## src/rtl/ucf_pkg.sv

```systemverilog
package ucf_pkg;
  localparam logic [7:0] MARK_FIRST  = 8'h55;
  localparam logic [7:0] MARK_SECOND = 8'hAA;

  typedef enum logic [1:0] {
    S_HUNT,
    S_MARK,
    S_ADDR,
    S_DATA
  } parse_state_t;
endpackage

```

## src/rtl/ucf_gap_timer.sv

```systemverilog
module ucf_gap_timer #(
  parameter int DIV_W    = 16,
  parameter int GAP_W    = 8,
  parameter int DEF_BITS = 32
) (
  input  logic             clk,
  input  logic             rst,
  input  logic             start,
  input  logic [DIV_W-1:0] baud_div,
  input  logic [GAP_W-1:0] gap_bits,
  output logic             busy
);
  logic [DIV_W-1:0] tick_q;
  logic [GAP_W-1:0] bits_q;
  logic [GAP_W-1:0] eff_bits;
  logic [DIV_W:0]   tick_inc;
  logic             tick_end;
  logic             bit_end;

  assign eff_bits = (gap_bits == '0) ? GAP_W'(DEF_BITS) : gap_bits;
  assign tick_inc = {1'b0, tick_q} + 1'b1;
  assign tick_end = tick_inc >= {1'b0, baud_div};
  assign bit_end  = bits_q == (eff_bits - 1'b1);

  always_ff @(posedge clk) begin
    if (rst) begin
      busy   <= 1'b0;
      tick_q <= '0;
      bits_q <= '0;
    end else if (start) begin
      busy   <= 1'b1;
      tick_q <= '0;
      bits_q <= '0;
    end else if (busy) begin
      if (tick_end) begin
        tick_q <= '0;
        if (bit_end) busy <= 1'b0;
        else         bits_q <= bits_q + 1'b1;
      end else begin
        tick_q <= tick_inc[DIV_W-1:0];
      end
    end
  end


  restart_idle_chk: assert property (@(posedge clk) disable iff (rst)
    start |-> !busy);
endmodule

```

## src/rtl/ucf_frame_rx.sv

```systemverilog
module ucf_frame_rx
  import ucf_pkg::*;
#(
  parameter int ADDR_W = 16,
  parameter int DATA_W = 32,
  parameter int CNT_W  = 4
) (
  input  logic              clk,
  input  logic              rst,
  input  logic              rx_valid,
  input  logic [7:0]        rx_data,
  input  logic [CNT_W-1:0]  word_count,
  input  logic              gap_busy,
  output logic              gap_start,
  output logic              gap_err,
  output logic              wr_valid,
  input  logic              wr_ready,
  output logic [ADDR_W-1:0] wr_addr,
  output logic [DATA_W-1:0] wr_data
);
  localparam int DBYTES = DATA_W / 8;
  localparam int ABYTES = ADDR_W / 8;
  localparam int MAXB   = (DBYTES > ABYTES) ? DBYTES : ABYTES;
  localparam int IDX_W  = $clog2(MAXB) + 1;
  localparam logic [IDX_W-1:0] A_LAST = IDX_W'(ABYTES - 1);
  localparam logic [IDX_W-1:0] D_LAST = IDX_W'(DBYTES - 1);

  parse_state_t      st_q;
  logic [IDX_W-1:0]  idx_q;
  logic [CNT_W-1:0]  widx_q;
  logic [CNT_W-1:0]  words_last;
  logic [DATA_W-1:0] asm_q;
  logic [ADDR_W-1:0] addr_q;

  assign words_last = (word_count == '0) ? '0 : word_count - 1'b1;

  always_ff @(posedge clk) begin
    if (rst) begin
      st_q      <= S_HUNT;
      idx_q     <= '0;
      widx_q    <= '0;
      asm_q     <= '0;
      addr_q    <= '0;
      wr_valid  <= 1'b0;
      wr_addr   <= '0;
      wr_data   <= '0;
      gap_start <= 1'b0;
      gap_err   <= 1'b0;
    end else begin
      gap_start <= 1'b0;
      gap_err   <= 1'b0;
      if (wr_valid && wr_ready) wr_valid <= 1'b0;
      if (rx_valid) begin
        case (st_q)
          S_HUNT: begin
            if (rx_data == MARK_FIRST) begin
              if (gap_busy) gap_err <= 1'b1;
              else          st_q    <= S_MARK;
            end
          end
          S_MARK: begin
            if (rx_data == MARK_SECOND) begin
              st_q  <= S_ADDR;
              idx_q <= '0;
            end else if (rx_data != MARK_FIRST) begin
              st_q <= S_HUNT;
            end
          end
          S_ADDR: begin
            addr_q[8*idx_q +: 8] <= rx_data;
            if (idx_q == A_LAST) begin
              st_q   <= S_DATA;
              idx_q  <= '0;
              widx_q <= '0;
            end else begin
              idx_q <= idx_q + 1'b1;
            end
          end
          default: begin
            asm_q[8*idx_q +: 8] <= rx_data;
            if (idx_q == D_LAST) begin
              idx_q    <= '0;
              wr_valid <= 1'b1;
              wr_addr  <= addr_q;
              wr_data  <= {rx_data, asm_q[DATA_W-9:0]};
              if (widx_q == words_last) begin
                st_q      <= S_HUNT;
                gap_start <= 1'b1;
              end else begin
                widx_q <= widx_q + 1'b1;
              end
            end else begin
              idx_q <= idx_q + 1'b1;
            end
          end
        endcase
      end
    end
  end


  wr_hold_chk: assert property (@(posedge clk) disable iff (rst)
    (wr_valid && !wr_ready) |=> (wr_valid && $stable(wr_data) && $stable(wr_addr)));


  wr_from_byte_chk: assert property (@(posedge clk) disable iff (rst)
    $rose(wr_valid) |-> $past(rx_valid));


  gap_err_cause_chk: assert property (@(posedge clk) disable iff (rst)
    gap_err |-> ($past(gap_busy) && $past(rx_valid)));
endmodule

```

## src/rtl/ucf_tx_split.sv

```systemverilog
module ucf_tx_split #(
  parameter int DATA_W = 32
) (
  input  logic              clk,
  input  logic              rst,
  input  logic              res_valid,
  output logic              res_ready,
  input  logic [DATA_W-1:0] res_data,
  output logic              tx_valid,
  input  logic              tx_ready,
  output logic [7:0]        tx_data
);
  localparam int NB    = DATA_W / 8;
  localparam int CNT_W = $clog2(NB) + 1;
  localparam logic [CNT_W-1:0] LAST = CNT_W'(NB - 1);

  logic              busy_q;
  logic [DATA_W-1:0] sh_q;
  logic [CNT_W-1:0]  cnt_q;

  assign res_ready = !busy_q;
  assign tx_valid  = busy_q;
  assign tx_data   = sh_q[7:0];

  always_ff @(posedge clk) begin
    if (rst) begin
      busy_q <= 1'b0;
      sh_q   <= '0;
      cnt_q  <= '0;
    end else if (!busy_q) begin
      if (res_valid) begin
        busy_q <= 1'b1;
        sh_q   <= res_data;
        cnt_q  <= '0;
      end
    end else if (tx_ready) begin
      sh_q <= sh_q >> 8;
      if (cnt_q == LAST) busy_q <= 1'b0;
      else               cnt_q  <= cnt_q + 1'b1;
    end
  end


  tx_hold_chk: assert property (@(posedge clk) disable iff (rst)
    (tx_valid && !tx_ready) |=> (tx_valid && $stable(tx_data)));


  tx_end_chk: assert property (@(posedge clk) disable iff (rst)
    $fell(tx_valid) |-> $past(tx_ready));
endmodule

```

## src/rtl/ucf_top.sv

```systemverilog
module ucf_top #(
  parameter int ADDR_W   = 16,
  parameter int DATA_W   = 32,
  parameter int CNT_W    = 4,
  parameter int DIV_W    = 16,
  parameter int GAP_W    = 8,
  parameter int DEF_BITS = 32
) (
  input  logic              clk,
  input  logic              rst,
  input  logic [DIV_W-1:0]  baud_div,
  input  logic [GAP_W-1:0]  gap_bits,
  input  logic [CNT_W-1:0]  word_count,
  input  logic              rx_valid,
  input  logic [7:0]        rx_data,
  output logic              wr_valid,
  input  logic              wr_ready,
  output logic [ADDR_W-1:0] wr_addr,
  output logic [DATA_W-1:0] wr_data,
  output logic              gap_err,
  input  logic              res_valid,
  output logic              res_ready,
  input  logic [DATA_W-1:0] res_data,
  output logic              tx_valid,
  input  logic              tx_ready,
  output logic [7:0]        tx_data
);
  logic gap_start;
  logic gap_busy;

  ucf_gap_timer #(.DIV_W(DIV_W), .GAP_W(GAP_W), .DEF_BITS(DEF_BITS)) u_gap (
    .clk(clk), .rst(rst), .start(gap_start),
    .baud_div(baud_div), .gap_bits(gap_bits), .busy(gap_busy)
  );

  ucf_frame_rx #(.ADDR_W(ADDR_W), .DATA_W(DATA_W), .CNT_W(CNT_W)) u_rx (
    .clk(clk), .rst(rst), .rx_valid(rx_valid), .rx_data(rx_data),
    .word_count(word_count), .gap_busy(gap_busy), .gap_start(gap_start),
    .gap_err(gap_err), .wr_valid(wr_valid), .wr_ready(wr_ready),
    .wr_addr(wr_addr), .wr_data(wr_data)
  );

  ucf_tx_split #(.DATA_W(DATA_W)) u_tx (
    .clk(clk), .rst(rst), .res_valid(res_valid), .res_ready(res_ready),
    .res_data(res_data), .tx_valid(tx_valid), .tx_ready(tx_ready),
    .tx_data(tx_data)
  );
endmodule

```

## config.mk

```make
export PLATFORM = sky130hd
export DESIGN_NAME = ucf_top
export DESIGN_NICKNAME = d
export VERILOG_FILES = /design/src/rtl/ucf_pkg.sv /design/src/rtl/ucf_gap_timer.sv /design/src/rtl/ucf_frame_rx.sv /design/src/rtl/ucf_tx_split.sv /design/src/rtl/ucf_top.sv
export SDC_FILE = /design/constraint.sdc
export NUM_CORES = 1
export LEC_CHECK = 0
export ABC_CLOCK_PERIOD_IN_PS = 3300
export BUFFER_PORTS_ARGS = -buffer_cell sky130_fd_sc_hd__buf_2
export CAP_MARGIN = 30
export CORE_MARGIN = 8
export CORE_UTILIZATION = 30
export DETAILED_ROUTE_END_ITERATION = 16
export MAX_ROUTING_LAYER = met4
export PLACE_DENSITY = 0.53
export SETUP_SLACK_MARGIN = 0.2
export SLEW_MARGIN = 40
export SYNTH_ARGS = -nofsm -noshare
export SYNTH_HDL_FRONTEND = slang
export SYNTH_SLANG_ARGS = --single-unit
export TNS_END_PERCENT = 50
```

## constraint.sdc

```tcl
create_clock -name clk -period 3.3 [get_ports clk]
set_clock_uncertainty 0.15 [all_clocks]
set_input_delay 0.33 -clock clk [delete_from_list [all_inputs] [get_ports clk]]
set_output_delay 0.33 -clock clk [all_outputs]
set_load 0.02 [all_outputs]
```

=== Word level (Yosys, flattened, before mapping) ===
Cells that the tools add are included.

* Register bits after elaboration: 169
* Input bits: 74
* Output and inout bits: 60
* Logic and storage cells: 119

* $add $sub $neg: 8
* Magnitude comparators: 1
* Equal/unequal tests: 18
* Shifts and indexed selects: 4
* Mux-type cells: 42
* Bitwise logic cells: 7
* Reduce and logical (&&, ||, !) cells: 23

{| class="wikitable"
|+ Operators by type and width
! operator !! number
|-
| $mux 32 || 3
|-
| $neg 6->34 || 1
|-
| $shift 8x34->16 const A || 1
|-
| $shift 8x34->32 const A || 1
|-
| $shiftx 8x34->16 || 1
|-
| $shiftx 8x34->32 || 1
|-
| $bwmux 32 || 1
|-
| $mux 3 || 7
|-
| $add 16x1->17 const B || 1
|-
| $ge 17x16->1 || 1
|-
| $bwmux 16 || 1
|-
| $mux 16 || 1
|-
| $mux 4 || 4
|-
| $mux 1 || 14
|-
| $mux 2 || 7
|-
| $reduce_and 3->1 || 4
|-
| $pmux 3 s3 || 1
|-
| $add 8x1->8 const B || 1
|-
| $eq 8x7->1 const B || 1
|-
| $eq 8x8->1 || 1
|-
| $eq 8x8->1 const B || 1
|-
| $logic_not 8->1 || 1
|-
| $mux 8 || 1
|-
| $ne 2x2->1 const B || 4
|-
| 28 further kinds || 43
|}

=== Depth between registers and ports, before layout ===
Gate-level depths: netlist of the first run.

* Word-level depth: 8
* Depth in mapped cells: 16
* Mapped depth without buffers: 14

=== Cells and area by module ===
Synthesis of the first run repeated with hierarchy kept, for this count alone.

* Cell total of the unflattened synthesis: 924
* Area, all modules: 7983.9 um2

{| class="wikitable"
|+ Modules (own cells, without submodules)
! module !! instances !! cells an instance !! area each (um2) !! seq. area each (um2)
|-
| ucf_frame_rx || 1 || 494 || 4215.3 || 2001.9
|-
| ucf_gap_timer || 1 || 263 || 2045.7 || 500.5
|-
| ucf_tx_split || 1 || 167 || 1722.9 || 720.7
|}

=== Least setup slack after synthesis of the first run ===
OpenSTA, ideal clock, no wires.

* Path kind: register to register
* Start point: register u_gap.tick_q[3]
* End point: register u_gap.tick_q[13]
* Setup time: 70 ps
* Arrival time: 3113 ps
* Data required time: 3080 ps
* Path slack: -34 ps
* Stages on the path, launching flop included: 15
* Buffers on the path: 1
* Clock period less this slack: 3334 ps
* Cells stage by stage: dfxtp_1 -> nand3_1 -> nor3_1 -> nand3_1 -> nor2_1 -> xor2_1 -> ha_1 -> nand3_1 -> nor3_1 -> a221oi_1 -> nand3_1 -> clkbuf_1 -> nor3_2 -> nand3_1 -> a21oi_1

* Cells in the longest elaborated chain, start to end: 3

{| class="wikitable"
|+ RTL lines
! what !! RTL line !! RTL
|-
| from (decl) || ucf_gap_timer.sv:13 || <nowiki>logic [DIV_W-1:0] tick_q;</nowiki>
|-
| from (signal assigned) || ucf_gap_timer.sv:40 || <nowiki>tick_q <= tick_inc[DIV_W-1:0];</nowiki>
|-
| $add 16x1->17 (*) || ucf_gap_timer.sv:21 || <nowiki>assign tick_inc = {1'b0, tick_q} + 1'b1;</nowiki>
|-
| $ge 17x16->1 || ucf_gap_timer.sv:22 || <nowiki>assign tick_end = tick_inc >= {1'b0, baud_div};</nowiki>
|-
| $mux 16 (*) || ucf_gap_timer.sv:35 || <nowiki>if (tick_end) begin</nowiki>
|}

Mark *: on every way between the ends. The rest lies on a longest branch, timed or not.
A chain may end at the register's enable or synchronous reset.

=== Worst setup path in the final report of the first run ===
* Start point: register u_gap.tick_q[1]
* End point: register u_gap.bits_q[2]

* Cells in the longest elaborated chain, start to end: 3

{| class="wikitable"
|+ RTL lines
! what !! RTL line !! RTL
|-
| $add 16x1->17 || ucf_gap_timer.sv:21 ||
|-
| $ge 17x16->1 || ucf_gap_timer.sv:22 ||
|-
| $reduce_and 3->1 (no line) || -- ||
|-
| to (signal assigned) || ucf_gap_timer.sv:38 || <nowiki>else bits_q <= bits_q + 1'b1;</nowiki>
|-
| to (decl) || ucf_gap_timer.sv:14 || <nowiki>logic [GAP_W-1:0] bits_q;</nowiki>
|}

No other way between the ends.

==> results_dict.tcl, run 1 <==
set metrics [dict create \
    outcome "complete, no violations" \
    ant_nets 0 \
    grt_max_degree 140 \
    avgViaCountPerCell 4.81 \
    peakVddDrop_v 0.000321 \
    die_h_microns 177 \
    clkTransAtPathRegs_ns 0.07 \
    grt_pass1_vias 6791 \
    cts_tree "built" \
    min_period_over_period_pct 99.3 \
    stdcell_area_sq_um 9830 \
    hold_end "u_tx.sh_q[27]" \
    fillers 2678 \
    async_flop_share_pct 0 \
    worstPathMaxFanout 6 \
    synth-seq-cells 161 \
    die_w_microns 177 \
    antennaDiodeCount 0 \
    fin_crit_ns 3.28 \
    p_comb_share_pct 7.1 \
    whs_path_depth 3 \
    max-slew-margin-rel_pct 53.5 \
    htreeDepth 4 \
    antenna_found_initial 0 \
    root_buffer "clkbuf_16" \
    timing.rr.start "u_gap.tick_q[1]" \
    p_int_w 0.00313 \
    reg2reg_depth 15 \
    p_leak_nw 3.94 \
    dr.pass1.iters 5 \
    drive_gt1_share_pct 23.9 \
    rows 59 \
    nNetsFinal 1200 \
    r2r_end "u_gap.bits_q[2]" \
    yosysWarnings 0 \
    avgSynthCellArea_sq_um 8.22 \
    crit_path_end_kind "flip-flop" \
    drv_slew 0 \
    dp_hpwl_mm 14.4 \
    routedWlPerCell_microns 14.6 \
    initial_core_util_pct 30.2 \
    powerDensity_nw_per_um2 437 \
    netlist_area_sq_um 7770 \
    hold_start "res_data[27]" \
    vias 6915 \
    postPlaceCellArea_sq_um 8960 \
    gp_congestion 0.796 \
    clkSinkCount 161 \
    worst_pin_slew_ns 0.697 \
    ys.flop_type "dfxtp_1" \
    clkPwrFrac_pct 46.4 \
    dieArea_sq_um 31300 \
    clockBufferDepth 2 \
    area_growth_pct 26.4 \
    utilization_pct 38.1 \
    grt-ovfl-total 0 \
    path_cells "ha_4 > nand2_2 > or2_4 > nor2_4 > nand2_1 > xnor2_1 > ha_1 > nand3_1 > nor3_4 > nand4b_1 > nand3_4 > o21ai_4 > buf_6 > or4_4 > a21oi_2" \
    setup_violations 0 \
    ff2ff_setup_slack_ns 0.02 \
    first_iter_violations 372 \
    netSwitchingPower_w 0.00116 \
    required_ns 3.49 \
    maxCapViolCount 0 \
    syn-instance-count 945 \
    pwr-share-seq_pct 46.5 \
    cp-start-kind "flip-flop" \
    clk_latency_ns 0.42 \
    finalHoldWorstSlack_ns 0.0180 \
    ys_seq_area_share_pct 41.5 \
    synth_top_area_cell "dfxtp_1" \
    drc 0 \
    cp_slowest_cell "or4_4" \
    yosysMostFrequentCell "dfxtp_1" \
    max_freq_mhz 305 \
    grt_pass1_wl_mm 34.1 \
    gr-usage-all-layers_pct 13.5 \
    hold_class "in -> reg" \
    syn_nets 1055 \
    synth_area_leaders "dfxtp_1 41%, a21oi_1 7.0%, nand2_1 6.6%" \
    pin_count 134 \
    synth_top_area_share_pct 41.5 \
    cp_slowest_stage_delay_ns 0.41 \
    finalHoldViolations 0 \
    routed_wl_mm 21.0 \
    cts_buffers 17 \
    place_inst 1393 \
    synth_edf_count 0 \
    swShare_pct 27.1 \
    rsz0062_at_grt "true" \
    io_buffers 133 \
    synth_common_cells "161 x dfxtp_1, 137 x nand2_1, 109 x nor2_1, 108 x a21oi_1, 42 x clkbuf_1" \
    yosysUniqueCellTypes 64 \
    final_cells 1438 \
    coreArea_sq_um 25800 \
    path_class "reg -> reg" \
    worstPathArrival_ns 3.47 \
]
-- per-layer routing --
layer  share of wire (%)  GRT usage [%]  routed length, microns
met1                  48           17.0                   10000
met2                  48           21.9                    9970
met3                 3.9           2.92                     815
met4                0.88           3.01                     184
met5                   0              -                       0
-- cells in the final DEF, fill, tap and decap left out, types with 5 or more instances in the layout --
master     Yosys  final
a211oi_1      26     26
buf_6          3      5
xor2_1        10     10
mux2i_1       40     40
and3_1         5      5
a21oi_1      108    104
nor3_1        12     10
xnor2_1       12     11
buf_2          2    132
o21ai_0       20     17
buf_4          9     47
clkbuf_16      0     17
nand2b_1      10     10
nor3b_1       10     10
dfxtp_1      161    158
nand4_1       11     11
o31ai_1        8      6
nand2_1      137    135
inv_1         37     37
or4_1          9      8
clkinv_8       0      6
nor2b_1        6      6
a22oi_1       17     17
nand3_1       33     28
nor2_1       109    104
nand3b_1       6      6
ha_1          36     35
-- critical path: cells and delay by family (launching register included) --
kind	cells	cell delay [ns]
AOI/OAI and AO/OA	2	0.21
DFF	1	0.36
xor gates and xnor gates	1	0.14
and+or+nand+nor	9	1.74
adders and majority gates	2	0.44
buffers and inverters	1	0.15
-- stage by stage --
step / TNS (ns) / total power, W / setup slack (ns)
3_3_place_gp: 0 / 0.00234 / 0.0264
6_report: 0 / 0.00429 / 0.0242
4_1_cts: 0 / 0.00436 / 0.121
2_1_floorplan: 0 / 0.00223 / 0.199
5_1_grt: -0.767 / 0.00447 / -0.101
3_5_place_dp: -0.184 / 0.00235 / -0.0391
-- power by group through the flow --
stage               sequential [W]  clock, W  combinational (W)
floorplan                  0.00204         0           0.000199
global placement           0.00204         0           0.000305
detailed placement         0.00204         0           0.000305
CTS                        0.00200   0.00205           0.000308
global route               0.00200   0.00214           0.000338
finish                     0.00200   0.00199           0.000305
-- final cells by class --
cell class | count | area [sq um] | area share, %
Multi-Input combinational cell | 685 | 4300 | 43.7
Sequential cell | 161 | 3230 | 32.9
Clock buffer | 17 | 425 | 4.33
Timing Repair Buffer | 188 | 1130 | 11.5
Clock inverter | 15 | 186 | 1.90
Inverter | 37 | 139 | 1.41
Tap cell | 335 | 419 | 4.26
-- how the worst max path moves through the flow --
stage	startpoint	to	slack [ns]
global placement	u_gap.tick_q[1]	u_gap.tick_q[5]	0.03
CTS	u_gap.tick_q[0]	u_gap.bits_q[4]	0.12
floorplan	u_gap.tick_q[1]	u_gap.tick_q[13]	0.20
detailed placement	u_gap.tick_q[1]	u_gap.tick_q[7]	-0.04
finish	u_gap.tick_q[1]	u_gap.bits_q[2]	0.02
global route	u_gap.tick_q[1]	u_gap.tick_q[3]	-0.10
-- timing repair --
action                     CTS  global route
pin swaps                   23            22
gates resized for setup      5            33
cloned                       1             0
setup buffers                5             5
setup endpoints to repair   24            25
hold buffers                 2             0
hold endpoints to repair     2             0
-- logic make-up after synthesis --
kind of cell             after synthesis  share of synthesized area [%]
flip-flops                           161                           41.5
AND/OR/NAND/NOR                      375                           22.8
multiplexers                          41                           5.30
AO/OA/AOI/OAI                        211                           16.6
adder cells (fa/ha/maj)               36                           5.80
XOR/XNOR                              22                           2.48
buffers and inverters                 99                           5.54
-- state kept, by name, indices dropped and copies added (netlist names), 4 cells and up --
signal,count
u_rx.wr_addr,16
u_rx.wr_data,32
u_gap.bits_q,8
u_tx.sh_q,32
u_rx.addr_q,16
u_rx.asm_q,24
u_rx.widx_q,4
u_gap.tick_q,16
Power figures use the tool's default switching activity.
==> inputs of run 2 (changes only) <==
--- a/config.mk
+++ b/config.mk
@@ -10,6 +10,7 @@
 export CAP_MARGIN = 30
 export CORE_MARGIN = 8
 export CORE_UTILIZATION = 30
+export CTS_BUF_LIST = sky130_fd_sc_hd__clkbuf_8
 export DETAILED_ROUTE_END_ITERATION = 16
 export MAX_ROUTING_LAYER = met4
 export PLACE_DENSITY = 0.53
==> results_dict.tcl, run 2 (same netlist as run 1, synthesis figures left out) <==
set metrics [dict create \
    netSwitchingPower_w 0.00111 \
    rsz0062_at_grt "true" \
    ant_nets 0 \
    stdcell_area_sq_um 9630 \
    drv_slew 0 \
    clkTransAtPathRegs_ns 0.11 \
    globalRouteMet2Util_pct 21.8 \
    path_class "reg -> reg" \
    area_growth_pct 23.9 \
    drc 0 \
    mostFrequentLayoutCells "155 x dfxtp_1, 136 x nand2_1, 132 x buf_2" \
    maxCapViolCount 0 \
    nNetsFinal 1207 \
    avgViaCountPerCell 4.82 \
    r2r_end "u_gap.bits_q[3]" \
    io_buffers 133 \
    use_met3_pct 3.05 \
    antenna_found_initial 0 \
    routed_wl_mm 20.8 \
    finalHoldWorstSlack_ns 0.0378 \
    clockBufferDepth 2 \
    worstPathMaxFanout 4 \
    vias 6967 \
    dr.pass1.iters 6 \
    cp-start-kind "flip-flop" \
    die_h_microns 177 \
    hold_class "in -> reg" \
    first_iter_violations 369 \
    clk_latency_ns 0.47 \
    worst_pin_slew_ns 0.714 \
    dieArea_sq_um 31300 \
    die_w_microns 177 \
    busiest_layer "met2" \
    fin_crit_ns 3.16 \
    setup_violations 0 \
    postPlaceCellArea_sq_um 8960 \
    grt_pass1_wl_mm 34.0 \
    p_int_w 0.00269 \
    coreArea_sq_um 25800 \
    max_freq_mhz 317 \
    hold_start "res_data[1]" \
    mostFrequentLayoutCell "dfxtp_1" \
    grt-ovfl-total 0 \
    dp_hpwl_mm 14.4 \
    drive_gt1_share_pct 23.0 \
    htreeDepth 4 \
    grt_max_degree 140 \
    use_met1_pct 16.9 \
    rows 59 \
    outcome "complete, no violations" \
    required_ns 3.50 \
    whs_path_depth 3 \
    pwr-share-seq_pct 52.6 \
    cts_tree "built" \
    pin_count 134 \
    crit_path_end_kind "flip-flop" \
    ff2ff_setup_slack_ns 0.14 \
    peakVddDrop_v 0.000244 \
    min_period_over_period_pct 95.7 \
    finalHoldViolations 0 \
    reg_top3 "u_rx.wr_data (32), u_tx.sh_q (32), u_rx.asm_q (24)" \
    p_comb_share_pct 8.2 \
    root_buffer "clkbuf_8" \
    powerDensity_nw_per_um2 394 \
    grt_pass1_vias 6765 \
    initial_core_util_pct 30.2 \
    antennaDiodeCount 0 \
    gr-usage-all-layers_pct 13.5 \
    p_leak_nw 3.86 \
    timing.rr.start "u_gap.tick_q[0]" \
    reg2reg_depth 14 \
    hold_end "u_tx.sh_q[1]" \
    clkSinkCount 161 \
    gp_congestion 0.796 \
    cts_buffers 17 \
    routedWlPerCell_microns 14.4 \
    max-slew-margin-rel_pct 52.4 \
    swShare_pct 29.2 \
    clkPwrFrac_pct 39.2 \
    worstPathArrival_ns 3.36 \
]
## run 2: cell count changes in the layout (fill, tap and decap cells not counted), moves of 2 or more
cell           delta
o21ai_0           +3
dlygate4sd3_1     +9
clkbuf_16        -17
nor2_1            +2
dfxtp_1           -3
a21oi_2           -3
o21ai_1           -2
dfxtp_2           +3
clkbuf_8         +17
a21oi_1           +3
buf_6             -2
nor2_4            -2
## run 2: layout make-up
class | instances | area (sq um)
clock inverter | 15 | 186
inverter | 37 | 139
fill | 2708 | 16100
timing repair buffer | 195 | 1200
clock buffer | 17 | 234
multi-input combinational | 685 | 4220
sequential | 161 | 3230
tap | 335 | 419
## run 2: through the flow
step,TNS (ns),util (%),total power (W),setup slack (ns),cells
after global placement,0,34.8,0.00234,0.0264,1393
final,0,37.4,0.00380,0.141,1445
after CTS,0,37.1,0.00386,0.120,1442
after detailed placement,-0.184,34.8,0.00235,-0.0391,1393
after global routing,-0.655,37.4,0.00398,-0.0706,1445
after floorplan,0,-,0.00223,0.199,945
## run 2: worst max path at each step
stage / startpoint / endpoint / slack (ns) / cells after the start
floorplan: u_gap.tick_q[1] / u_gap.tick_q[13] / 0.20 / 16
global placement: u_gap.tick_q[1] / u_gap.tick_q[5] / 0.03 / 16
detailed placement: u_gap.tick_q[1] / u_gap.tick_q[7] / -0.04 / 16
CTS: u_gap.tick_q[1] / u_gap.bits_q[4] / 0.12 / 16
global route: u_gap.tick_q[0] / u_gap.tick_q[5] / -0.07 / 16
finish: u_gap.tick_q[0] / u_gap.bits_q[3] / 0.14 / 14
## run 2: critical path, stage by stage (launching register included)
cell      delay (ns)
dfxtp_4         0.38
ha_4            0.13
nand2_1         0.05
or2_4           0.25
nor2_4          0.16
nand4_1         0.17
xnor2_2         0.17
ha_1            0.31
nand2_2         0.06
nor3_2          0.16
nand4b_1        0.20
and3_1          0.27
a21oi_1         0.32
and3_4          0.25
o21ai_2         0.05
## run 2: repair_timing
item | CTS | global route
buffers inserted | 5 | 3
pin swaps | 24 | 24
hold buffers | 11 | 0
hold endpoints to repair | 10 | 0
setup endpoints to repair | 24 | 25
resized for setup | 5 | 15
cloned | 1 | 0
## run 2: layer usage
| layer | vias to the layer above | share of wire (%) |
|---|---|---|
| met3 | 17 | 4.0 |
| met1 | 3232 | 48 |
| li1 | 3596 | - |
| met2 | 122 | 48 |
| met4 | 0 | 0.83 |
| met5 | - | 0 |
## run 2: power groups by stage
stage	logic [W]	clock network, W	registers (W)
after detailed placement	0.000305	0	0.00204
after floorplan	0.000199	0	0.00204
after global placement	0.000305	0	0.00204
final	0.000312	0.00149	0.00200
after CTS	0.000317	0.00155	0.00200
after global routing	0.000344	0.00163	0.00200
